==> config.mk <==
export PLATFORM = sky130hd
export DESIGN_NAME = dma_xt_channel
export DESIGN_NICKNAME = d
export VERILOG_FILES = /design/src/rtl/dma_xt_pkg.sv /design/src/rtl/dma_xt_done_sampler.sv /design/src/rtl/dma_xt_ptr_unit.sv /design/src/rtl/dma_xt_fsm.sv /design/src/rtl/dma_xt_channel.sv
export SDC_FILE = /design/constraint.sdc
export NUM_CORES = 1
export LEC_CHECK = 0
export ABC_AREA = 1
export BUFFER_PORTS_ARGS = -buffer_cell sky130_fd_sc_hd__buf_4
export CORE_MARGIN = 4
export CORE_UTILIZATION = 55
export CTS_BUF_LIST = sky130_fd_sc_hd__clkbuf_2
export CTS_CLUSTER_SIZE = 8
export DETAILED_ROUTE_END_ITERATION = 12
export GPL_TIMING_DRIVEN = 0
export PLACE_DENSITY_LB_ADDON = 0.12
export SLEW_MARGIN = 20
export SYNTH_ARGS = -nofsm -noshare
export SYNTH_HDL_FRONTEND = slang
export SYNTH_SLANG_ARGS = --single-unit
==> constraint.sdc <==
create_clock -name clk -period 6 [get_ports clk]
set_input_delay 0.6 -clock clk [delete_from_list [all_inputs] [get_ports clk]]
set_output_delay 0.6 -clock clk [all_outputs]
set_load 0.05 [all_outputs]
==> src/rtl/dma_xt_pkg.sv <==
package dma_xt_pkg;

    typedef enum logic [3:0] {
        ST_IDLE,
        ST_RD_A,
        ST_RD_S,
        ST_RD_E,
        ST_WR_A,
        ST_WR_S,
        ST_WR_E,
        ST_FIN
    } chan_state_t;

    // operand size code -> byte step
    function automatic logic [2:0] size_to_step(input logic [1:0] code);
        logic [2:0] s;
        unique case (code)
            2'd0:    s = 3'd1;
            2'd1:    s = 3'd2;
            default: s = 3'd4;
        endcase
        return s;
    endfunction

endpackage

==> src/rtl/dma_xt_done_sampler.sv <==
module dma_xt_done_sampler (
    input  logic clk,
    input  logic rst_n,
    input  logic done_n,
    input  logic direct,
    output logic done_seen
);

    logic sync_q;

    always_ff @(posedge clk or negedge rst_n) begin
        if (!rst_n) begin
            sync_q <= 1'b0;
        end else begin
            sync_q <= ~done_n;
        end
    end

    always_comb begin
        done_seen = direct ? ~done_n : sync_q;
    end

    // synchronised path reports only what was present one edge earlier
    a_r10_sync_one_clock: assert property (@(posedge clk) disable iff (!rst_n)
        (!direct && done_seen) |-> $past(~done_n));

endmodule

==> src/rtl/dma_xt_ptr_unit.sv <==
module dma_xt_ptr_unit #(
    parameter int AW = 32,
    parameter int CW = 16
) (
    input  logic          clk,
    input  logic          rst_n,
    input  logic          load,
    input  logic [AW-1:0] load_src,
    input  logic [AW-1:0] load_dst,
    input  logic [CW-1:0] load_cnt,
    input  logic [2:0]    step,
    input  logic          adv,
    output logic [AW-1:0] src,
    output logic [AW-1:0] dst,
    output logic [CW-1:0] cnt,
    output logic          last_op,
    output logic          cnt_nz
);

    logic [CW-1:0] step_c;

    always_comb begin
        step_c  = CW'(step);
        last_op = (cnt <= step_c);
        cnt_nz  = |cnt;
    end

    always_ff @(posedge clk or negedge rst_n) begin
        if (!rst_n) begin
            src <= '0;
            dst <= '0;
            cnt <= '0;
        end else if (load) begin
            src <= load_src;
            dst <= load_dst;
            cnt <= load_cnt;
        end else if (adv) begin
            src <= src + AW'(step);
            dst <= dst + AW'(step);
            cnt <= (cnt > step_c) ? (cnt - step_c) : '0;
        end
    end

    // pointer moves by exactly one step per completed operand
    a_r4_src_step: assert property (@(posedge clk) disable iff (!rst_n)
        (adv && !load) |=> (src == $past(src) + AW'($past(step))));

    // counter never wraps below zero on the final operand
    a_r4_cnt_floor: assert property (@(posedge clk) disable iff (!rst_n)
        (adv && !load && last_op) |=> (cnt == '0));

endmodule

==> src/rtl/dma_xt_fsm.sv <==
module dma_xt_fsm
    import dma_xt_pkg::*;
(
    input  logic        clk,
    input  logic        rst_n,
    input  logic        start,
    input  logic        run_ok,
    input  logic        stat_clr,
    input  logic        bus_ack,
    input  logic        done_seen,
    input  logic        last_op,
    output chan_state_t state,
    output logic        adv,
    output logic        capture,
    output logic        finish
);

    chan_state_t nxt;
    logic        term_q;
    logic        term_d;

    always_ff @(posedge clk or negedge rst_n) begin
        if (!rst_n) begin
            state  <= ST_IDLE;
            term_q <= 1'b0;
        end else begin
            state  <= nxt;
            term_q <= term_d;
        end
    end

    always_comb begin
        nxt    = state;
        term_d = term_q;
        unique case (state)
            ST_IDLE: begin
                term_d = 1'b0;
                if (start) nxt = ST_RD_A;
            end
            ST_RD_A: nxt = ST_RD_S;
            ST_RD_S: if (bus_ack) nxt = ST_RD_E;
            ST_RD_E: begin
                if (done_seen) term_d = 1'b1;
                nxt = ST_WR_A;
            end
            ST_WR_A: nxt = ST_WR_S;
            ST_WR_S: begin
                if (bus_ack) begin
                    nxt = ST_WR_E;
                    if (done_seen) term_d = 1'b1;
                end
            end
            ST_WR_E: begin
                if (term_q || last_op) begin
                    nxt    = ST_FIN;
                    term_d = 1'b0;
                end else if (!run_ok) begin
                    nxt = ST_IDLE;
                end else begin
                    nxt = ST_RD_A;
                end
            end
            ST_FIN: if (stat_clr) nxt = ST_IDLE;
            default: nxt = ST_IDLE;
        endcase
    end

    always_comb begin
        adv     = (state == ST_WR_E);
        capture = (state == ST_RD_S) && bus_ack;
        finish  = (state == ST_WR_E) && (term_q || last_op);
    end

    // strobe phase is held while acknowledge stays low
    a_r3_wait_holds: assert property (@(posedge clk) disable iff (!rst_n)
        (state == ST_RD_S && !bus_ack) |=> (state == ST_RD_S));

    // done on the read end phase still lets the write run
    a_r7_read_done_writes: assert property (@(posedge clk) disable iff (!rst_n)
        (state == ST_RD_E && done_seen) |=> (state == ST_WR_A && term_q));

    // done on the write acknowledge starts no further cycle
    a_r8_write_done_stops: assert property (@(posedge clk) disable iff (!rst_n)
        (state == ST_WR_S && bus_ack && done_seen) |=> ##1 (state == ST_FIN));

    // finished state is left only through a status clear
    a_r6_fin_hold: assert property (@(posedge clk) disable iff (!rst_n)
        (state == ST_FIN && !stat_clr) |=> (state == ST_FIN));

endmodule

==> src/rtl/dma_xt_channel.sv <==
module dma_xt_channel
    import dma_xt_pkg::*;
#(
    parameter int AW = 32,
    parameter int DW = 32,
    parameter int CW = 16
) (
    input  logic          clk,
    input  logic          rst_n,
    input  logic          cfg_load,
    input  logic [AW-1:0] cfg_src,
    input  logic [AW-1:0] cfg_dst,
    input  logic [CW-1:0] cfg_cnt,
    input  logic [1:0]    cfg_size,
    input  logic          done_direct,
    input  logic          irq_en,
    input  logic          run_set,
    input  logic          run_clr,
    input  logic          stat_clr,
    output logic [AW-1:0] bus_addr,
    output logic          bus_rd,
    output logic          bus_wr,
    output logic          bus_strb,
    output logic [1:0]    bus_size,
    output logic [DW-1:0] bus_wdata,
    input  logic [DW-1:0] bus_rdata,
    input  logic          bus_ack,
    input  logic          done_n,
    output logic          running,
    output logic          status,
    output logic          irq,
    output logic [AW-1:0] cur_src,
    output logic [AW-1:0] cur_dst,
    output logic [CW-1:0] cur_cnt
);

    chan_state_t   state;
    logic          run_q;
    logic          status_q;
    logic [1:0]    size_q;
    logic [DW-1:0] hold_q;
    logic          done_seen;
    logic          adv;
    logic          capture;
    logic          finish;
    logic          last_op;
    logic          cnt_nz;
    logic          start;
    logic          run_ok;
    logic          load_ok;
    logic [2:0]    step;

    always_comb begin
        load_ok = cfg_load && (state == ST_IDLE);
        start   = (state == ST_IDLE) && run_set && !status_q && cnt_nz;
        run_ok  = run_q && !run_clr;
        step    = size_to_step(size_q);
    end

    dma_xt_done_sampler u_done (
        .clk       (clk),
        .rst_n     (rst_n),
        .done_n    (done_n),
        .direct    (done_direct),
        .done_seen (done_seen)
    );

    dma_xt_ptr_unit #(.AW(AW), .CW(CW)) u_ptr (
        .clk      (clk),
        .rst_n    (rst_n),
        .load     (load_ok),
        .load_src (cfg_src),
        .load_dst (cfg_dst),
        .load_cnt (cfg_cnt),
        .step     (step),
        .adv      (adv),
        .src      (cur_src),
        .dst      (cur_dst),
        .cnt      (cur_cnt),
        .last_op  (last_op),
        .cnt_nz   (cnt_nz)
    );

    dma_xt_fsm u_fsm (
        .clk       (clk),
        .rst_n     (rst_n),
        .start     (start),
        .run_ok    (run_ok),
        .stat_clr  (stat_clr),
        .bus_ack   (bus_ack),
        .done_seen (done_seen),
        .last_op   (last_op),
        .state     (state),
        .adv       (adv),
        .capture   (capture),
        .finish    (finish)
    );

    always_ff @(posedge clk or negedge rst_n) begin
        if (!rst_n) begin
            run_q    <= 1'b0;
            status_q <= 1'b0;
            size_q   <= 2'd0;
            hold_q   <= '0;
        end else begin
            if (finish)        run_q <= 1'b0;
            else if (run_clr)  run_q <= 1'b0;
            else if (start)    run_q <= 1'b1;

            if (finish)                                status_q <= 1'b1;
            else if (stat_clr && state == ST_FIN)      status_q <= 1'b0;

            if (load_ok) size_q <= cfg_size;
            if (capture) hold_q <= bus_rdata;
        end
    end

    always_comb begin
        bus_rd    = (state == ST_RD_A) || (state == ST_RD_S) || (state == ST_RD_E);
        bus_wr    = (state == ST_WR_A) || (state == ST_WR_S) || (state == ST_WR_E);
        bus_strb  = (state == ST_RD_S) || (state == ST_WR_S);
        bus_addr  = bus_rd ? cur_src : (bus_wr ? cur_dst : '0);
        bus_size  = size_q;
        bus_wdata = hold_q;
        running   = run_q;
        status    = status_q;
        irq       = status_q && irq_en;
    end

    // a cycle is either a read or a write, never both
    a_r3_rd_wr_excl: assert property (@(posedge clk) disable iff (!rst_n)
        !(bus_rd && bus_wr));

    // the run bit is down whenever the finished flag rises
    a_r5_run_drops: assert property (@(posedge clk) disable iff (!rst_n)
        $rose(status_q) |-> !run_q);

    // the finished flag only falls after a clear request
    a_r6_clear_only: assert property (@(posedge clk) disable iff (!rst_n)
        $fell(status_q) |-> $past(stat_clr));

endmodule

==> results.json, run 1 <==
{
  "syn-instance-count": 1212,
  "die-area_um2": 17160,
  "regArea_um2": 3028,
  "nNetsFinal": 1650,
  "multi_input_area_um2": 4413,
  "worstMarginPinSlew_ps": 757.0,
  "gr-total-overflow": 0,
  "netlist_area_um2": 8323,
  "drtIter0Drc": 1176,
  "slew_headroom_pct": 49.53,
  "final_cell_mix": "nand2_1 (370), buf_4 (285), inv_1 (158), nor2_1 (140), dfrtp_1 (121)",
  "avgRoutedWirePerCell_um": 18.80,
  "synth_fa_ha_area_share_pct": 2.075,
  "start_util_pct": 56.62,
  "grt_pass1_wl_um": 48480,
  "r2r_setup_slack_ps": 3160,
  "cts_tree": "built",
  "hold_viol_final": 0,
  "die-width_um": 131.0,
  "grt_start_max_net_pins": 66,
  "wirelength_um": 32180,
  "avgViaCountPerCell": 5.673,
  "insertion_delay_ps": 790,
  "drcViolationCount": 0,
  "crit_fanout": 10,
  "ys_top_cells_by_area": "dfrtp_1 (36%), nand2_1 (17%), inv_1 (7.1%)",
  "worstSetupPathType": "reg -> out",
  "pre_cts_slack_ps": 3302,
  "die_h_um": 131.0,
  "r2r_cells": 12,
  "critPathCapture": "bus_addr[10]",
  "htreeDepth": 4,
  "clk_pin_slew_ps": 250,
  "grt_usage_pct": 37.34,
  "crit_path_start_kind": "register",
  "drv_slew": 0,
  "clock-sinks": 121,
  "yosysWarnings": 0,
  "synth-xor-area-share_pct": 1.158,
  "core_area_um2": 14700,
  "synth_top_family_by_area": "simple AND/OR/NAND/NOR gates",
  "fillers": 1196,
  "vias": 9713,
  "ys_seq_elements": 121,
  "synth_area_leader_cell": "dfrtp_1",
  "cts_resized": 0,
  "clockRootBuffer": "clkbuf_2",
  "detail-route-antenna-nets": 0,
  "grt_pass1_vias": 9314,
  "min_period_ps": 3279,
  "end_kind": "output port",
  "tns_ps": 0,
  "reg2reg_from": "bus_size[1]",
  "setup_slack_ps": 2721,
  "clk_path_buf_depth": 2,
  "hpwl_um": 24750,
  "synthDistinctLibCells": 47,
  "hold_class": "in -> reg",
  "max_freq_ghz": 0.3049,
  "place_congestion": 1.011,
  "rr_endpoint": "u_ptr.src[22]",
  "num_io_pins": 276,
  "post_cts_buffers": 0,
  "finalCritPeriodShare_pct": 54.65,
  "setup_viol": 0,
  "hold_buffers": 7,
  "rsz0062_at_grt": "no",
  "drive_above_1_share_pct": 26.26,
  "rows": 44,
  "status": "completed",
  "drv_cap": 0,
  "arrival_ps": 2680,
  "timing.hold.ws_ps": 21.82,
  "final_common_cell": "nand2_1",
  "synth_top_cell_area_share_pct": 36.38,
  "yosysSeqAreaShare_pct": 36.38,
  "syn_area_per_cell_um2": 6.867,
  "io_buffers": 275,
  "synth-simple-area-share_pct": 34.76,
  "crit_start": "u_fsm.state[0]",
  "skew_ps": 50.73,
  "drt_first_pass_iters": 12,
  "synth-compound-area-share_pct": 10.70,
  "antenna_found_initial": 1,
  "crit_required_ps": 5400,
  "area_delta_synth_final_pct": 31.74,
  "muxShareOfSynthArea_pct": 4.330,
  "synthesis.nets": 1348,
  "cts_buffers": 17
}
==> cells in the mapped netlist, drive strengths merged <==
cell type  instances
mux2              32
nand2            372
o22ai             39
xnor2              2
or2               15
o21bai             9
buf               36
nand4             15
nand3            115
clkbuf             4
dfrtp            121
o21a               2
nor2             147
nand3b             2
o21ai             59
a32o               1
nor3b              2
a21oi             18
a31oi              7
ha                 9
nor2b              1
o211ai             7
o221ai             3
fa                 3
a211oi             2
nor3              15
inv              163
o22a               1
xor2               9
a21boi             1
==> worst max-delay path, cell delays in order, from the launching register on <==
cell     delay (ps)
dfrtp_1         530
nor2_4           90
nor2_4          230
inv_2           190
buf_1           270
o22ai_1         330
buf_4           270
==> flip-flops by register name (all words and copies together) (netlist names) <==
register,flops
u_ptr.cnt,16
u_fsm.term_q,1
u_ptr.src,32
status,1
u_fsm.state,3
running,1
u_ptr.dst,32
bus_size,2
u_done.sync_q,1
bus_wdata,32
==> cells by family after synthesis <==
group	after synthesis
adder cells (fa/ha/maj)	12
AO/OA/AOI/OAI	149
XOR/XNOR	11
flip-flops	121
buffers and inverters	203
AND/OR/NAND/NOR	684
multiplexers	32
==> per-layer routing <==
layer / track usage [%] / vias to the layer above / share of wire, %
li1: - / 4506 / -
met1: 47.13 / 4488 / 38
met2: 58.63 / 625 / 45
met3: 12.20 / 94 / 13
met4: 16.45 / 0 / 3.9
met5: 0 / - / 0
==> worst min-delay path by stage <==
stage	cells past startpoint	start	slack, ps	end
final	3	cfg_dst[1]	20	u_ptr.dst[1]
after global routing	2	bus_rdata[26]	3	bus_wdata[26]
after CTS	3	cfg_dst[1]	10	u_ptr.dst[1]
after detailed placement	1	bus_wdata[13]	500	bus_wdata[13]
after global placement	1	bus_wdata[0]	490	bus_wdata[0]
after floorplan	0	rst_n	300	bus_size[0]
==> through the flow <==
| stage | util [%] | area (um2) | std cells |
|---|---|---|---|
| floorplan | - | 8323 | 1212 |
| global placement | 72.23 | 10620 | 1671 |
| detailed placement | 72.45 | 10650 | 1672 |
| CTS | 74.57 | 10960 | 1711 |
| global route | 74.59 | 10960 | 1712 |
| finish | 74.59 | 10960 | 1712 |
==> area by class of cell <==
cell class / instances / share of cell area (%)
inverters: 163 / 5.603
flip-flops and latches: 121 / 27.62
clock buffers: 19 / 0.8673
well taps: 184 / 2.100
multi-input cells: 888 / 40.25
repair buffers: 283 / 19.75
clock inverters: 13 / 1.347
plain buffers: 40 / 2.442
diodes: 1 / 0.02282
Power of run 1 is not shown: default switching activity piles up to over one toggle a cycle in this logic, so the estimate is an artifact.
==> inputs of run 2 (changes only) <==
CORE_UTILIZATION = 48   (was 55)
clock period = 3 ns   (was 6 ns; I/O delays follow)
==> run 2 against run 1 <==
  * Non-clock buffer count increased by 116
  * Count of clock-buffer cells in the layout shrank 2
  * Via count grew 3.9%
  * Clock skew down 21 ps
  * Register-to-register slack lost 2900 ps
  * First-iteration DRC count fell by 20%
  * Utilization decreased by 1.4 points
  * Worst setup slack got worse by 2600 ps
  * Wire length up 7.1%
  * Cell count increased by 9.0%
  * Critical path type unchanged
==> results.json, run 2 (synthesis gave the netlist of run 1 again) <==
{
  "hp-start": "run_set",
  "drive_above_1_share_pct": 24.83,
  "die_h_um": 139.7,
  "gr-total-overflow": 0,
  "tns_ps": 0,
  "rr_endpoint": "u_fsm.term_q",
  "avgViaCountPerCell": 5.409,
  "clock-sinks": 121,
  "grt_usage_pct": 34.18,
  "reg2reg_from": "bus_size[1]",
  "min_period_ps": 2889,
  "rsz0062_at_grt": "no",
  "insertion_delay_ps": 720,
  "holdPathEnd": "u_fsm.state[2]",
  "setup_viol": 0,
  "grt_pass1_vias": 9928,
  "hold_class": "in -> reg",
  "crit_family": "buffers and inverters",
  "avgRoutedWirePerCell_um": 18.46,
  "final_cell_mix": "nand2_1 (370), buf_4 (285), inv_1 (158), nor2_1 (138), dlygate4sd3_1 (122)",
  "die-width_um": 139.7,
  "die-area_um2": 19510,
  "crit_fanout": 10,
  "start_util_pct": 49.66,
  "io_buffers": 275,
  "num_io_pins": 276,
  "grt_pass1_wl_um": 52670,
  "drtIter0Drc": 940,
  "vias": 10090,
  "leakagePower_nw": 6.255,
  "path_cells": "nor2_4 -> inv_2 -> buf_1 -> o22ai_1 -> buf_4",
  "clockRootBuffer": "clkbuf_2",
  "clk_path_buf_depth": 2,
  "drv_slew": 0,
  "worstSetupPathType": "reg -> out",
  "finalCritPeriodShare_pct": 96.31,
  "place_area_um2": 10700,
  "p_per_area_nw_per_um2": 1333,
  "clk_pin_slew_ps": 220,
  "max_freq_ghz": 0.3461,
  "worstMarginPinSlew_ps": 702.9,
  "drt_first_pass_iters": 7,
  "grt_start_max_net_pins": 89,
  "post_cts_buffers": 0,
  "ir_worst_vdd_uv": 782.2,
  "arrival_ps": 2590,
  "final_common_cell": "nand2_1",
  "wirelength_um": 34450,
  "r2r_cells": 13,
  "r2r_setup_slack_ps": 260,
  "hold_viol_final": 0,
  "core_area_um2": 16760,
  "drv_cap": 0,
  "drcViolationCount": 0,
  "htreeDepth": 4,
  "place_congestion": 0.9886,
  "cts_buffers": 17,
  "crit_required_ps": 2700,
  "design_area_um2": 12260,
  "crit_start": "u_fsm.state[2]",
  "end_kind": "output port",
  "worstPathBufferInverterCount": 3,
  "nNetsFinal": 1766,
  "fillers": 1397,
  "slew_headroom_pct": 53.14,
  "rows": 47,
  "cts_tree": "built",
  "cpMaxStageDelayCell": "dfrtp_1",
  "detail-route-antenna-nets": 0,
  "max_stage_delay_ps": 520,
  "hold_path_depth": 7,
  "area_delta_synth_final_pct": 47.29,
  "skew_ps": 29.43,
  "crit_path_start_kind": "register",
  "status": "completed",
  "hpwl_um": 25130,
  "antenna_found_initial": 3
}
run 2: stage by stage:
step / utilization (%) / hold slack (ps) / power, W / setup WS (ps) / instances
CTS: 73.02 / 4.890 / 0.01613 / 22.43 / 1863
global route: 73.15 / 6.938 / 0.01722 / 2.643 / 1866
detailed placement: 63.83 / 185.6 / 0.01465 / 286.9 / 1708
floorplan: - / 4.409 / 0.01100 / -114.8 / 1212
global placement: 63.62 / 452.7 / 0.01450 / 303.8 / 1707
finish: 73.15 / 61.28 / 0.01634 / 110.8 / 1866
run 2: how the worst max path moves through the flow:
stage	end	slack [ps]	cells after the start
6_report	bus_addr[12]	110	5
5_1_grt	bus_addr[19]	3	5
4_1_cts	bus_addr[11]	20	7
3_5_place_dp	u_ptr.src[24]	290	12
3_3_place_gp	u_ptr.src[22]	300	12
2_1_floorplan	bus_addr[0]	-110	6
run 2: layout make-up:
cell class	instances	area [um2]	share of cell area, %
buffer	40	267.8	2.184
inverter	163	614.3	5.011
multi-input combinational	888	4424	36.09
clock buffer	17	85.08	0.6940
timing repair buffer	399	3341	27.25
sequential	121	3030	24.72
clock inverter	15	214.0	1.745
tap	220	275.3	2.245
antenna	3	7.507	0.06124
run 2: worst reg2reg max path: cells and delay by family (launching register included):
| kind | cells | cell delay [ps] |
|---|---|---|
| AND/OR/NAND/NOR | 8 | 910 |
| buffers and inverters | 2 | 620 |
| AO/OA/AOI/OAI | 1 | 70 |
| adder cells (fa/ha/maj) | 2 | 570 |
| flip-flops | 1 | 490 |
run 2: per-layer routing:
| layer | vias to the layer above | part of all wire, % | GRT usage (%) |
|---|---|---|---|
| met3 | 111 | 11 | 9.160 |
| met1 | 4638 | 39 | 44.22 |
| li1 | 4753 | - | - |
| met2 | 592 | 45 | 53.41 |
| met5 | - | 0 | 0 |
| met4 | 0 | 5.0 | 16.11 |
run 2: repair_timing:
action                                  CTS  global route
gates resized for setup                   2             5
hold buffers                            123             0
endpoints found under the setup margin    2            29
pin swaps                                 0             0
hold endpoints to repair                242             0
run 2: power breakdown:
part,total (W),switching (W),internal (W)
clock network,0.00133,0.000761,0.000567
logic,0.0116,0.00818,0.00345
registers,0.00338,0.000986,0.00240
total,0.0163,0.00992,0.00641
No activity file was read; power rests on OpenSTA's default activity.
==> inputs of run 3 (changes only) <==
SYNTH_HIERARCHICAL = 1   (was default)
==> run 3 against run 2 <==
  * Sequential share of layout area shrank 0.37 points
  * Critical endpoint is now u_ptr/src[28]
  * Clock power decreased by 26%
  * Count of clock-buffer cells in the layout is 1 higher
  * Hold slack lost 28 ps
  * Cell count up 1.9%
  * Worst setup slack improved by 110 ps
  * Sequential power is 7.4% higher
  * Area after synthesis grew 3.2%
  * Largest power group unchanged
==> results.json, run 3 <==
{
  "status": "completed",
  "antenna_found_initial": 1,
  "grt_start_max_net_pins": 63,
  "end_kind": "register",
  "fillers": 1482,
  "drv_cap": 0,
  "start_util_pct": 49.32,
  "max_freq_ghz": 0.3596,
  "finalCritPeriodShare_pct": 92.70,
  "die-area_um2": 20100,
  "syn-instance-count": 1242,
  "synth_area_leader_cell": "dfrtp_1",
  "crit_required_ps": 3640,
  "wirelength_um": 34580,
  "clk_pin_slew_ps": 230,
  "rsz0062_at_grt": "no",
  "insertion_delay_ps": 730,
  "worstSetupPathType": "reg -> reg",
  "cts_tree": "built",
  "yosysSeqAreaShare_pct": 35.25,
  "hold_class": "in -> async",
  "synth_top_cell_area_share_pct": 35.25,
  "avgRoutedWirePerCell_um": 18.18,
  "cts_buffers": 17,
  "skew_ps": 30.00,
  "clock-sinks": 121,
  "clk_path_buf_depth": 2,
  "synthTopCellsByCount": "nand2_1 (433), nor2_1 (153), dfrtp_1 (121)",
  "synthDistinctLibCells": 49,
  "vias": 10230,
  "drt_first_pass_iters": 8,
  "synth_edf_count": 0,
  "nNetsFinal": 1799,
  "core_area_um2": 17420,
  "drtIter0Drc": 1004,
  "worstMarginPinSlew_ps": 777.5,
  "io_buffers": 275,
  "synth_ff_type": "dfrtp_1",
  "netlist_area_um2": 8591,
  "r2r_cells": 13,
  "drv_slew": 0,
  "p_per_area_nw_per_um2": 1147,
  "gr-total-overflow": 0,
  "crit_path_start_kind": "register",
  "slew_headroom_pct": 48.17,
  "avgViaCountPerCell": 5.379,
  "die_h_um": 141.8,
  "final_cell_mix": "nand2_1 (433), buf_4 (279), nor2_1 (153), dlygate4sd3_1 (126), dfrtp_1 (121)",
  "htreeDepth": 4,
  "final_common_cell": "nand2_1",
  "ir_worst_vdd_uv": 883.9,
  "hold_viol_final": 0,
  "design_area_um2": 12440,
  "arrival_ps": 3420,
  "min_period_ps": 2781,
  "hpwl_um": 25100,
  "leakagePower_nw": 6.283,
  "drcViolationCount": 0,
  "rows": 48,
  "grt_pass1_wl_um": 52770,
  "crit_fanout": 5,
  "tns_ps": 0,
  "async_reset_ff_share_pct": 100.0,
  "grt_pass1_vias": 9696,
  "post_cts_buffers": 0,
  "drive_above_1_share_pct": 27.45,
  "ys_seq_elements": 121,
  "place_area_um2": 10970,
  "num_io_pins": 276,
  "place_congestion": 0.9715,
  "synthesis.nets": 1378,
  "grt_usage_pct": 33.59,
  "yosysWarnings": 6,
  "clockRootBuffer": "clkbuf_2",
  "detail-route-antenna-nets": 0,
  "syn_area_per_cell_um2": 6.917,
  "die-width_um": 141.8,
  "synth.most_common_cell": "nand2_1",
  "ys_top_cells_by_area": "dfrtp_1 (35%), nand2_1 (19%), nor2_1 (6.7%)",
  "area_delta_synth_final_pct": 44.77,
  "setup_viol": 0
}
==> run 3: cell count changes in the layout (fill, tap and decap cells not counted), sizes merged, moves of 6 or more <==
cell | before | now
buf | 313 | 305
o21ai | 59 | 53
nor2 | 147 | 170
nand3b | 2 | 10
or2 | 15 | 3
nor3 | 15 | 4
o22ai | 39 | 6
inv | 168 | 117
clkbuf | 21 | 31
nand2 | 372 | 493
nand3 | 115 | 98
a22oi | 0 | 21
==> run 3: final timing paths <==
check	startpoint	slack (ps)	to
setup / recovery	bus_size[1]	220	u_ptr/src[28]
setup reg to reg	bus_size[1]	220	u_ptr/src[28]
hold / removal	rst_n	30	bus_wdata[20]
min in group clk	done_n	220	u_done/sync_q
max in group asynchronous	rst_n	2250	u_ptr/dst[9]
hold reg to reg	bus_wdata[16]	530	bus_wdata[16]
==> run 3: timing repair <==
action / 4_1_cts / 5_1_grt
gates resized for setup: 0 / 0
endpoints found under the hold margin: 242 / 0
hold buffers: 126 / 0
==> run 3: where the power goes <==
| part | leakage (nW) | switching (W) | internal, W | total (W) |
|---|---|---|---|---|
| combinational | 4.68 | 0.00666 | 0.00298 | 0.00964 |
| sequential | 1.48 | 0.00125 | 0.00238 | 0.00363 |
| clock | 0.125 | 0.000750 | 0.000238 | 0.000989 |
| total | 6.28 | 0.00866 | 0.00560 | 0.0143 |
==> run 3: worst max-delay path, cell delays in order, from the launching register on <==
cell	delay (ps)
dfrtp_1	480
nor2_1	380
inv_1	240
fa_1	530
inv_1	110
nand2_1	80
nand2_1	140
nand2_1	110
nor2_1	290
nand2_1	90
nand2_1	70
nand3_1	70
nand2_1	70
nand2_1	40
==> run 3: through the flow <==
stage	utilization [%]	hold WS [ps]	setup WS (ps)	instances	power, W
floorplan	-	4.409	396.8	1242	0.009894
global placement	62.79	452.4	357.0	1742	0.01279
detailed placement	63.00	277.4	336.6	1743	0.01298
CTS	71.39	18.11	318.2	1901	0.01412
global route	71.41	1.616	91.51	1902	0.01506
finish	71.41	33.60	219.1	1902	0.01426
==> run 3: cells by family (layout without fill, tap and decap cells) <==
family / count (synthesis) / in the layout / share of synthesized area, %
and+or+nand+nor: 791 / 791 / 40.05
buffers and inverters: 152 / 586 / 8.375
DFF: 121 / 121 / 35.25
AOI/OAI and AO/OA: 118 / 118 / 8.462
muxes: 32 / 32 / 4.195
xor gates and xnor gates: 15 / 15 / 1.617
adders and majority gates: 12 / 12 / 2.010
other: 1 / 2 / 0.04365
==> run 3: final cells by class <==
cell class	count	area (um2)	share of cell area (%)
multi-input cells	969	4843	38.94
repair buffers	402	3361	27.02
flip-flops and latches	121	3028	24.35
inverters	110	420.4	3.380
plain buffers	42	299.0	2.404
well taps	225	281.5	2.264
clock inverters	14	111.4	0.8954
clock buffers	18	90.09	0.7243
diodes	1	2.502	0.02012
==> run 3: metal layers <==
| metal | wire, um | global-route usage, % | up-vias | part of all wire [%] |
|---|---|---|---|---|
| met5 | 0 | 0 | - | 0 |
| met4 | 1170 | 12.27 | 0 | 3.4 |
| met3 | 3168 | 6.168 | 90 | 9.2 |
| met2 | 16650 | 55.82 | 585 | 48 |
| met1 | 13590 | 43.89 | 4746 | 39 |
| li1 | - | - | 4810 | - |
